## src/rtl/cfg_write_lock.sv

```systemverilog
module cfg_write_lock #(
  parameter int          ADDR_W   = 8,
  parameter logic [31:0] KEY_A    = 32'h68EF_3490,
  parameter logic [31:0] KEY_B    = 32'hD172_BC5A,
  parameter int          KEYA_OFS = 'h10,
  parameter int          PROT_LO  = 'h20,
  parameter int          PROT_HI  = 'h9C
) (
  input  logic              clk,
  input  logic              rst_n,
  input  logic              bus_wr,
  input  logic [ADDR_W-1:0] bus_addr,
  input  logic [31:0]       bus_wdata,
  output logic [31:0]       bus_rdata,
  output logic              prot_wr_en,
  output logic              unlocked
);
  localparam int KEYB_OFS = KEYA_OFS + 4;

  logic [31:1] keya_q;
  logic [31:0] keyb_q;
  logic        armed_q, unl_q;

  wire hit_a  = (int'(bus_addr) == KEYA_OFS);
  wire hit_b  = (int'(bus_addr) == KEYB_OFS);
  wire wr_a   = bus_wr && hit_a;
  wire wr_b   = bus_wr && hit_b;
  wire good_a = (bus_wdata[31:1] == KEY_A[31:1]);
  wire good_b = (bus_wdata == KEY_B);
  wire in_win = (int'(bus_addr) >= PROT_LO) && (int'(bus_addr) <= PROT_HI);

  always_ff @(posedge clk or negedge rst_n) begin
    if (!rst_n) begin
      keya_q  <= '0;
      keyb_q  <= '0;
      armed_q <= 1'b0;
      unl_q   <= 1'b0;
    end else if (wr_a) begin
      keya_q  <= bus_wdata[31:1];
      armed_q <= good_a;
      if (!good_a) unl_q <= 1'b0;
    end else if (wr_b) begin
      keyb_q  <= bus_wdata;
      armed_q <= 1'b0;
      unl_q   <= (armed_q && good_b) ? 1'b1 : 1'b0;
    end
  end

  assign unlocked   = unl_q;
  assign prot_wr_en = bus_wr && in_win && unl_q;

  always_comb begin
    bus_rdata = '0;
    if (hit_a)      bus_rdata = {keya_q, unl_q};
    else if (hit_b) bus_rdata = keyb_q;
  end


  unlock_src_chk: assert property (@(posedge clk) disable iff (!rst_n)
    $rose(unlocked) |-> $past(bus_wr && int'(bus_addr) == KEYB_OFS && bus_wdata == KEY_B));


  no_arm_no_unlock_chk: assert property (@(posedge clk) disable iff (!rst_n)
    (wr_b && !armed_q) |=> !unlocked);


  relock_a_chk: assert property (@(posedge clk) disable iff (!rst_n)
    (wr_a && (bus_wdata[31:1] != KEY_A[31:1])) |=> !unlocked);


  prot_gate_chk: assert property (@(posedge clk) disable iff (!rst_n)
    prot_wr_en |-> (unlocked && bus_wr));


  status_bit_chk: assert property (@(posedge clk) disable iff (!rst_n)
    hit_a |-> (bus_rdata[0] == unlocked));


  other_wr_stable_chk: assert property (@(posedge clk) disable iff (!rst_n)
    (bus_wr && !hit_a && !hit_b) |=> $stable(unlocked));
endmodule

```

## config.mk

```make
export PLATFORM = sky130hd
export DESIGN_NAME = cfg_write_lock
export DESIGN_NICKNAME = d
export VERILOG_FILES = /design/src/rtl/cfg_write_lock.sv
export SDC_FILE = /design/constraint.sdc
export NUM_CORES = 1
export LEC_CHECK = 0
export BUFFER_PORTS_ARGS = -buffer_cell sky130_fd_sc_hd__clkbuf_2
export CORE_ASPECT_RATIO = 1.2
export CORE_UTILIZATION = 53
export DETAILED_ROUTE_END_ITERATION = 6
export MAX_ROUTING_LAYER = met4
export PLACE_DENSITY = 0.87
export REMOVE_ABC_BUFFERS = 1
export SLEW_MARGIN = 20
export SYNTH_ARGS = -nofsm -noshare
export SYNTH_HDL_FRONTEND = slang
export SYNTH_SLANG_ARGS = --single-unit
```

## constraint.sdc

```tcl
create_clock -name clk -period 1.4 [get_ports clk]
set_input_delay 0 -clock clk [delete_from_list [all_inputs] [get_ports clk]]
set_output_delay 0 -clock clk [all_outputs]
set_load 0.02 [all_outputs]
```

==> results of run 1 <==
[sequential cells by signal, indices dropped and copies added, names as in the netlist]
register and count:
keyb_q 32, keya_q 31, armed_q 1, unlocked 1
[layer usage]
metal / wire length, microns / up-vias / GRT usage [%]
li1: - / 1042 / -
met4: 104 / 0 / 10.2
met5: 0 / - / -
met3: 313 / 12 / 6.00
met1: 2960 / 1130 / 30.7
met2: 3660 / 67 / 44.1
[final timing paths]
| path | slack, ns | to | startpoint | cells past startpoint |
|---|---|---|---|---|
| worst max register to register | 0.28 | unlocked | armed_q | 4 |
| worst min-delay path | 0.12 | armed_q | bus_wdata[2] | 4 |
| worst max-delay path | 0.06 | unlocked | bus_wdata[23] | 6 |
| worst min register to register | 0.51 | keyb_q[25] | keyb_q[25] | 1 |
| max in group asynchronous | 0.90 | keya_q[10] | rst_n | 3 |
| min in group asynchronous | 0.20 | keyb_q[5] | rst_n | 3 |
[through the flow]
stage / hold slack [ns] / util (%) / power, mW / setup slack [ns] / area (sq um)
after detailed placement: 0.0419 / 65.8 / 2.31 / -0.0584 / 3530
after floorplan: -0.296 / - / 2.13 / -0.504 / 2910
after global routing: 0.152 / 76.8 / 4.43 / -0.0208 / 4120
after global placement: 0.0414 / 65.8 / 2.29 / 0.00447 / 3530
after CTS: 0.0966 / 76.6 / 4.30 / 0.0261 / 4110
final: 0.121 / 76.8 / 4.29 / 0.0596 / 4120
[repair_timing]
action                                 in CTS  in global routing
gates resized for setup                     0                  2
setup endpoints to repair                  15                  1
endpoints found under the hold margin     128                  0
hold buffers                               33                  0
pin swaps                                   1                  1
buffers inserted                            1                  0
[layout by cell type, fill, tap and decap left out, types with 2 or more instances in the layout]
| cell type | Yosys | final |
|---|---|---|
| sky130_fd_sc_hd__clkbuf_2 | 1 | 76 |
| sky130_fd_sc_hd__dfrtp_1 | 65 | 65 |
| sky130_fd_sc_hd__mux2_2 | 61 | 61 |
| sky130_fd_sc_hd__dlygate4sd3_1 | 0 | 33 |
| sky130_fd_sc_hd__a22o_1 | 32 | 32 |
| sky130_fd_sc_hd__clkbuf_8 | 0 | 9 |
| sky130_fd_sc_hd__buf_4 | 0 | 9 |
| sky130_fd_sc_hd__nor4bb_1 | 7 | 6 |
| sky130_fd_sc_hd__buf_12 | 0 | 5 |
| sky130_fd_sc_hd__nand3_1 | 4 | 4 |
| sky130_fd_sc_hd__bufinv_16 | 0 | 3 |
| sky130_fd_sc_hd__and3_1 | 2 | 2 |
| sky130_fd_sc_hd__mux2_1 | 2 | 2 |
| sky130_fd_sc_hd__and4b_1 | 2 | 2 |
| sky130_fd_sc_hd__nand4_1 | 2 | 2 |
| sky130_fd_sc_hd__nor4b_1 | 2 | 2 |
| sky130_fd_sc_hd__clkinvlp_4 | 0 | 2 |
[power groups by stage]
stage	clock network, mW	logic [mW]	registers, mW
2_1_floorplan	0	0.105	2.03
3_3_place_gp	0	0.255	2.04
3_5_place_dp	0	0.267	2.04
4_1_cts	1.96	0.341	2.01
5_1_grt	2.04	0.374	2.02
6_report	1.94	0.342	2.01
[kinds of logic after synthesis]
| logic type | synth area share, % |
|---|---|
| muxes | 23.5 |
| buffers and inverters | 3.41 |
| DFF | 54.0 |
| and+or+nand+nor | 8.51 |
| AOI/OAI and AO/OA | 10.5 |
[final cells by class]
cell class | instances | area share [%]
clock buffer | 9 | 3.00
sequential | 65 | 39.4
tap | 62 | 1.88
clock inverter | 7 | 2.88
timing repair buffer | 123 | 21.3
multi-input combinational | 128 | 31.5
[worst min-delay path, stage by stage]
cell	delay, ns
sky130_fd_sc_hd__clkbuf_2	0.09
sky130_fd_sc_hd__nor4bb_1	0.06
sky130_fd_sc_hd__nand4_1	0.17
sky130_fd_sc_hd__o31ai_1	0.10
==> results.md, run 1 <==
## Status
• **outcome** finished, violations left
• **failing checks** DRC

## Floorplan
• **number of top-level design ports** 77
• **Initial Utilization** 56.1%
• **number of standard-cell rows in the floorplan** 29
• **die span in x** 70.8 microns
• **Total Die Area** 5990 sq um
• **core area** 5370 sq um
• **y dimension of the die** 84.6 microns

## Yosys
• **Post-synth ARST share** 100%
• **top post-synthesis cells by count** 65 x sky130_fd_sc_hd__dfrtp_1, 61 x sky130_fd_sc_hd__mux2_2, 32 x sky130_fd_sc_hd__a22o_1
• **count of synthesis-stage warnings from yosys** 0
• **share of the yosys chip area belonging to registers** 54.0%
• **Yosys reg bits** 65
• **mean area per synthesized cell** 14.6 sq um
• **largest area contributor in the synthesized netlist** sky130_fd_sc_hd__dfrtp_1
• **most repeated cell in the gate-level netlist after synthesis** sky130_fd_sc_hd__dfrtp_1
• **count of flip-flops with a built-in enable after synthesis** 0
• **Synth Cell Area** 3010 sq um
• **area share of the leading cell type in the synthesized netlist** 54.0%
• **gate count after technology mapping** 206
• **Top FF cell, synth** sky130_fd_sc_hd__dfrtp_1
• **count of cell types in the netlist** 26
• **cell types with the largest area share after synthesis** sky130_fd_sc_hd__dfrtp_1 54%, sky130_fd_sc_hd__mux2_2 23%, sky130_fd_sc_hd__a22o_1 9.3%

## Route
• **aggregate routed wire length** 7040 microns
• **number of remaining DRC errors** 2
• **via density per instance** 5.71
• **DRT Pass-1 Iters** 7
• **drt first-iter violations** 141
• **vias after detailed routing** 2,251
• **average routed wire per standard cell** 17.9 microns
• **count of nets left with antenna violations after detail routing** 0

## Timing
• **count of final setup violators** 0
• **post-route clock period utilization** 95.7%
• **max_slew headroom** 75.2%
• **transition time at the pin with the least slew margin** 0.367 ns
• **final hold violation count** 0
• **Final Max Tran Viols** 0
• **clock skew** 0.000275 ns
• **total negative slack for setup checks** 0 ns
• **Final Critical Period** 1.34 ns
• **maximum achievable frequency** 746 MHz

## GRT
• **number of global-route vias before repair** 2,405
• **sum of overflow across all layers after global routing** 0
• **total track usage** 26.3%
• **global-route wire length before repair** 11,600 microns
• **initial antenna violation count** 0
• **maximum number of pins on one net before global-route repair** 66

## Final layout
• **storage element area** 1630 sq um
• **number of fill cells** 328
• **area of the multi-input gates** 1300 sq um
• **antenna fix cells** 0
• **layout overhead on the synthesized area** 36.9%
• **number of nets at the end of the flow** 370
• **share of post-route cells with drive strength above 1** 52.7%
• **final std cells w/o fill** 394

## Clocking
• **TritonCTS Buffers** 9
• **clock tree from TritonCTS** yes
• **clock-pin slew on the worst setup and hold paths** 0.07 ns
• **H-tree depth** 3
• **clock insertion delay at the later pin of the skew report** 0.34 ns
• **deepest clock path buffer count** 2
• **library cell used as clock root buffer** sky130_fd_sc_hd__clkbuf_8
• **Clock Sinks** 65

## Worst setup path
• **delay contributed by the slowest stage of the critical path** 0.53 ns
• **kind of end point of the critical path** flip-flop
• **arrival time at the worst endpoint** 1.63 ns
• **top cell family by delay on the critical path** simple AND/OR/NAND/NOR gates
• **slowest cell on the critical path** sky130_fd_sc_hd__dlygate4sd3_1
• **critical path type** in2reg
• **category of the worst setup path launch point** input pin
• **critical path, cell by cell** dlygate4sd3_1 > clkbuf_2 > nor4b_1 > nand3_1 > nor4_2 > a31o_2
• **number of buffers and inverters on the critical path** 2
• **crit-path max FO** 4
• **required time of the critical path** 1.69 ns

## Flow run
• **# Max-Cap Violations** 0

## Pwr
• **cell leakage power** 2.15 nW
• **maximum VDD drop** 0.912 mV
• **sw frac** 22.2%
• **power per cell area** 1040 nW/um^2
• **clock group share of total power** 45.2%
• **net switching power** 0.951 mW
• **cell-internal power** 3.34 mW
• **part of the total power dissipated in combinational logic** 8.0%
• **register share of total power** 46.8%

## Hold path
• **class of the tightest hold or removal check** in2reg

## Placed design
• **last weighted congestion value of the routability-driven placer** 0.783
• **Port-buffer cells** 76
• **post-detail-place hpwl** 4500 microns
• **Post-Place Cells** 344

Power figures use the tool's default switching activity.
==> run 2, diff against run 1 <==
Settings changed: CORE_UTILIZATION 53 to 50, PLACE_DENSITY 0.87 to 0.83.
==> results.md, run 2 (synthesis gave the netlist of run 1 again) <==
## Clocking
• **clock insertion delay at the later pin of the skew report** 0.33 ns, about the same
• **clock tree from TritonCTS** yes
• **deepest clock path buffer count** 2, unchanged
• **Clock Sinks** 65, unchanged
• **H-tree depth** 3, unchanged
• **clock-pin slew on the worst setup and hold paths** 0.07 ns, about the same
• **library cell used as clock root buffer** sky130_fd_sc_hd__clkbuf_8
• **TritonCTS Buffers** 9, unchanged

## Timing
• **max_slew headroom** 69.5%, -5.7 points
• **Final Critical Period** 1.41 ns, +0.0668 ns
• **final hold violation count** 0, unchanged
• **smallest setup slack after layout** -0.00717 ns, -0.0668 ns
• **Final Max Tran Viols** 0, unchanged
• **count of final setup violators** 1, +1
• **transition time at the pin with the least slew margin** 0.457 ns, +0.0902 ns
• **post-route clock period utilization** 101%, +4.8 points
• **clock skew** 0.0000687 ns, -0.000206 ns
• **total negative slack for setup checks** -0.00717 ns, -0.00717 ns
• **maximum achievable frequency** 711 MHz, -4.7%

## Worst setup path
• **path length in cells of the critical path** 6, unchanged
• **crit-path max FO** 4, unchanged
• **worst reg2reg path depth** 4, unchanged
• **top cell family by delay on the critical path** buffers and inverters
• **required time of the critical path** 1.68 ns, about the same
• **critical path type** in2reg
• **critical path, cell by cell** dlygate4sd3_1 > clkbuf_2 > nor4bb_1 > nand4_1 > o21bai_1 > a31o_2
• **Crit. Startpoint** bus_wdata[16]
• **worst flop-to-flop path startpoint** armed_q
• **kind of end point of the critical path** flip-flop
• **slowest cell on the critical path** sky130_fd_sc_hd__dlygate4sd3_1
• **number of buffers and inverters on the critical path** 2, unchanged
• **arrival time at the worst endpoint** 1.68 ns, +0.05 ns
• **delay contributed by the slowest stage of the critical path** 0.53 ns, about the same
• **category of the worst setup path launch point** input pin

## Route
• **average routed wire per standard cell** 17.9 microns, +0.40%
• **drt first-iter violations** 112, -21%
• **via density per instance** 5.68, -0.59%
• **count of nets left with antenna violations after detail routing** 0, unchanged
• **aggregate routed wire length** 7330 microns, +4.2%
• **vias after detailed routing** 2,323, +3.2%
• **number of remaining DRC errors** 0, -2
• **DRT Pass-1 Iters** 4, -3

## Placed design
• **Port-buffer cells** 76, unchanged
• **post-detail-place hpwl** 4650 microns, +3.4%
• **last weighted congestion value of the routability-driven placer** 0.747, -4.6%
• **placement-stage worst setup slack** -0.0536 ns, +0.00479 ns
• **Post-Place Cells** 360, +4.7%

## GRT
• **number of global-route vias before repair** 2,364, -1.7%
• **global-route wire length before repair** 11,300 microns, -2.1%
• **total track usage** 24.7%, -1.6 points
• **initial antenna violation count** 0, unchanged
• **maximum number of pins on one net before global-route repair** 50, -24%
• **sum of overflow across all layers after global routing** 0, unchanged

## Hold path
• **Worst Hold Launch** bus_addr[2]
• **class of the tightest hold or removal check** in2reg
• **hold path depth** 3, -1

## Floorplan
• **number of standard-cell rows in the floorplan** 30, +3.4%
• **die span in x** 72.9 microns, +2.9%
• **Total Die Area** 6340 sq um, +5.8%
• **number of top-level design ports** 77, unchanged
• **Initial Utilization** 52.5%, -3.6 points
• **core area** 5740 sq um, +6.9%
• **y dimension of the die** 87.0 microns, +2.9%

## Status
• **failing checks** setup timing
• **outcome** finished, violations left

## Final layout
• **share of post-route cells with drive strength above 1** 52.9%, +0.18 points
• **most frequent standard cell in the layout excluding fill and tap cells** sky130_fd_sc_hd__clkbuf_2
• **layout overhead on the synthesized area** 35.5%
• **area of the multi-input gates** 1340 sq um, +3.2%
• **final std cells w/o fill** 409, +3.8%
• **number of nets at the end of the flow** 368, -0.54%
• **Largest register FFs** 32, unchanged
• **leading cell types in the layout, fill and taps excluded** 76 x sky130_fd_sc_hd__clkbuf_2, 65 x sky130_fd_sc_hd__dfrtp_1, 61 x sky130_fd_sc_hd__mux2_2
• **storage element area** 1630 sq um, unchanged
• **register with the highest flop count** keyb_q
• **antenna fix cells** 0, unchanged
• **number of fill cells** 376, +15%
• **registers with the most flip-flops** keyb_q (32), keya_q (31)

## Pwr
• **net switching power** 0.887 mW, -6.7%
• **clock group share of total power** 36.5%, -8.7 points
• **part of the total power dissipated in combinational logic** 9.5%, +1.5 points
• **post-layout total power** 3.73 mW, -13%
• **cell leakage power** 2.14 nW, -0.79%
• **cell-internal power** 2.84 mW, -15%
• **sw frac** 23.8%, +1.6 points
• **maximum VDD drop** 0.788 mV, -14%
• **power per cell area** 913 nW/um^2, -12%
• **register share of total power** 53.9%, +7.1 points

## Flow run
• **# Max-Cap Violations** 0, unchanged

==> run 2: cell count changes in the layout (fill, tap and decap cells not counted), moves of 2 or more <==
cell,previous run,this run
sky130_fd_sc_hd__buf_4,9,7
sky130_fd_sc_hd__bufinv_16,3,0
sky130_fd_sc_hd__clkbuf_1,0,2
sky130_fd_sc_hd__nor4bb_1,6,4
sky130_fd_sc_hd__nor4bb_4,0,2
==> run 2: power groups by stage <==
stage / Combinational, mW / Sequential [mW] / Clock (mW)
finish: 0.355 / 2.01 / 1.36
global route: 0.384 / 2.02 / 1.47
CTS: 0.340 / 2.01 / 1.36
detailed placement: 0.266 / 2.04 / 0
global placement: 0.255 / 2.04 / 0
floorplan: 0.105 / 2.03 / 0
==> run 2: routing by layer <==
layer	GRT usage [%]	share of wire (%)	up-vias
li1	-	-	1042
met3	5.09	4.4	16
met5	-	0	-
met1	30.7	42	1185
met2	39.3	51	80
met4	10.9	2.5	0
==> run 2: stage by stage <==
step / instance area (sq um) / hold WS, ns / utilization (%)
2_1_floorplan: 2910 / -0.296 / -
3_3_place_gp: 3530 / -0.0407 / 61.4
3_5_place_dp: 3530 / -0.0362 / 61.4
4_1_cts: 4030 / 0.0811 / 70.1
5_1_grt: 4080 / 0.144 / 71.1
6_report: 4080 / 0.128 / 71.1
==> run 2: worst register-to-register path, stage by stage (launching register included) <==
cell,delay (ns)
sky130_fd_sc_hd__dfrtp_1,0.37
sky130_fd_sc_hd__and4b_1,0.21
sky130_fd_sc_hd__nand3_1,0.08
sky130_fd_sc_hd__nor4_2,0.26
sky130_fd_sc_hd__a31o_2,0.13
==> run 2: path summary, 6_finish.rpt <==
check | endpoint | slack, ns
setup reg to reg | unlocked | 0.30
min in group asynchronous | keyb_q[18] | 0.14
hold reg to reg | keya_q[29] | 0.50
max in group asynchronous | keyb_q[4] | 0.64
hold / removal | unlocked | 0.13
setup / recovery | unlocked | -0.007
==> run 2: final cells by class <==
| class | count | share of cell area, % |
|---|---|---|
| tap | 80 | 2.45 |
| clock buffer | 12 | 3.55 |
| clock inverter | 3 | 0.429 |
| sequential | 65 | 39.8 |
| timing repair buffer | 121 | 20.9 |
| multi-input combinational | 128 | 32.8 |
==> run 2: repair_timing <==
action	CTS	global route
endpoints found under the hold margin	79	0
hold buffers	33	0
endpoints found under the setup margin	31	3
setup buffers	1	0
resized for setup	0	9
pin swaps	1	3
==> run 3, diff against run 2 <==
Settings changed: BUFFER_PORTS_ARGS -buffer_cell sky130_fd_sc_hd__clkbuf_2 to default, DONT_BUFFER_PORTS from default to 1, PLACE_DENSITY 0.83 to 0.72.
==> results.md, run 3 (synthesis gave the netlist of run 1 again) <==
## Route
• **count of nets left with antenna violations after detail routing** 0, unchanged
• **number of remaining DRC errors** 0, unchanged
• **drt first-iter violations** 117, +4.5%
• **DRT Pass-1 Iters** 4, unchanged
• **via density per instance** 5.92, +4.2%
• **vias after detailed routing** 1,948, -16%
• **aggregate routed wire length** 6950 microns, -5.3%
• **average routed wire per standard cell** 21.1 microns, +18%

## GRT
• **initial antenna violation count** 0, unchanged
• **total track usage** 24.7%, -0.084 points
• **number of global-route vias before repair** 2,236, -5.4%
• **maximum number of pins on one net before global-route repair** 66, +32%
• **sum of overflow across all layers after global routing** 0, unchanged
• **global-route wire length before repair** 11,000 microns, -3.0%

## Placed design
• **last weighted congestion value of the routability-driven placer** 0.737, -1.4%
• **Post-Place Cells** 282, -22%
• **Port-buffer cells** 0, -100%
• **post-detail-place hpwl** 4520 microns, -2.9%

## Clocking
• **clock-pin slew on the worst setup and hold paths** 0.06 ns, about the same
• **H-tree depth** 3, unchanged
• **deepest clock path buffer count** 2, unchanged
• **TritonCTS Buffers** 9, unchanged
• **library cell used as clock root buffer** sky130_fd_sc_hd__clkbuf_8
• **clock tree from TritonCTS** yes
• **Clock Sinks** 65, unchanged
• **clock insertion delay at the later pin of the skew report** 0.33 ns, about the same
• **number of hold buffers added after cts** 32, -3.0%

## Timing
• **maximum achievable frequency** 772 MHz, +8.6%
• **post-route clock period utilization** 92.5%, -8.0 points
• **max_slew headroom** 69.5%, about the same
• **transition time at the pin with the least slew margin** 0.455 ns, -0.00178 ns
• **count of final setup violators** 0, -1
• **Final Critical Period** 1.30 ns, -0.112 ns
• **final hold violation count** 65, +65
• **hold_ws** -0.641 ns, -0.769 ns
• **Final Max Tran Viols** 0, unchanged
• **clock skew** 0.0000915 ns, +0.0000229 ns

## Status
• **outcome** finished, violations left
• **failing checks** hold timing

## Worst setup path
• **required time of the critical path** 1.40 ns, -0.28 ns
• **arrival time at the worst endpoint** 1.30 ns, -0.38 ns
• **kind of end point of the critical path** output port
• **category of the worst setup path launch point** input pin
• **worst flop-to-flop path startpoint** armed_q
• **Crit. Startpoint** bus_addr[6]
• **critical path type** in2out
• **crit-path max FO** 28, +24

## Pwr
• **maximum VDD drop** 0.848 mV, +7.7%
• **cell leakage power** 1.76 nW, -18%
• **power per cell area** 1050 nW/um^2, +15%
• **post-layout total power** 3.80 mW, +2.0%

## Final layout
• **registers with the most flip-flops** keyb_q (32), keya_q (31)
• **Largest register FFs** 32, unchanged
• **final std cells w/o fill** 329, -20%
• **layout overhead on the synthesized area** 20.6%
• **leading cell types in the layout, fill and taps excluded** 65 x sky130_fd_sc_hd__dfrtp_1, 61 x sky130_fd_sc_hd__mux2_2, 32 x sky130_fd_sc_hd__a22o_1, 32 x sky130_fd_sc_hd__dlygate4sd3_1, 11 x sky130_fd_sc_hd__clkbuf_8
• **most frequent standard cell in the layout excluding fill and tap cells** sky130_fd_sc_hd__dfrtp_1
• **share of post-route cells with drive strength above 1** 36.9%, -16 points
• **number of nets at the end of the flow** 288, -22%
• **register with the highest flop count** keyb_q
• **antenna fix cells** 0, unchanged

## Flow run
• **# Max-Cap Violations** 0, unchanged

## Floorplan
• **Total Die Area** 6340 sq um, unchanged
• **core area** 5740 sq um, unchanged
• **number of standard-cell rows in the floorplan** 30, unchanged
• **number of top-level design ports** 77, unchanged
• **die span in x** 72.9 microns, unchanged
• **Initial Utilization** 52.5%, unchanged
• **y dimension of the die** 87.0 microns, unchanged

## Hold path
• **class of the tightest hold or removal check** in2async

## run 3: changes by cell type in the layout (fill, tap and decap cells not counted), sizes merged
cell / before / now
clkbuf: 88 / 12
buf: 12 / 9
bufinv: 0 / 1
clkinvlp: 1 / 0
dlygate4sd3: 33 / 32
## run 3: metrics by stage
stage	util (%)	setup TNS, ns	cell area, sq um	worst slack (ns)
after floorplan	-	-16.26	2910	-0.504
after CTS	63.1	0	3620	0.00153
after global placement	54.1	0	3110	0.141
final	63.3	0	3630	0.105
after detailed placement	54.1	0	3110	0.107
after global routing	63.3	-0.000669	3630	-0.000669
## run 3: final timing paths
kind                           endpoint  slack, ns  depth (start not counted)
max                        bus_rdata[3]       0.10                          5
min                          keya_q[26]      -0.64                          0
max reg2reg                    unlocked       0.35                          4
min reg2reg                     armed_q       0.51                          2
max in group asynchronous    keya_q[30]       1.93                          0
min in group clk                armed_q       0.02                          3
## run 3: repair_timing
| item | CTS | global route |
|---|---|---|
| setup buffers | 0 | 0 |
| endpoints found under the setup margin | 0 | 1 |
| hold endpoints to repair | 129 | 65 |
| resized for setup | 0 | 2 |
## run 3: worst max-delay path, cell delays in order
cell and delay (ns):
sky130_fd_sc_hd__nor4_4 0.43, sky130_fd_sc_hd__nand2_1 0.12, sky130_fd_sc_hd__nor2_2 0.21, sky130_fd_sc_hd__buf_12 0.22, sky130_fd_sc_hd__a22o_1 0.29
## run 3: cell type report
class,instances,area [sq um]
Timing Repair Buffer,41,413
Clock inverter,3,40.0
Tap cell,80,100
Fill cell,433,2110
Clock buffer,12,155
Sequential cell,65,1630
Multi-Input combinational cell,128,1300
## run 3: metal layers
layer  up-vias  global-route usage [%]  part of all wire (%)
li1        874                       -                     -
met2        70                    41.0                    53
met3         9                    6.83                   6.0
met1       995                    28.5                    40
met5         -                       -                     0
met4         0                    9.09                   1.4
## run 3: report_power, final
part | switching, mW | internal (mW)
clock network | 0.669 | 0.905
logic | 0.0716 | 0.145
registers | 0.0466 | 1.96
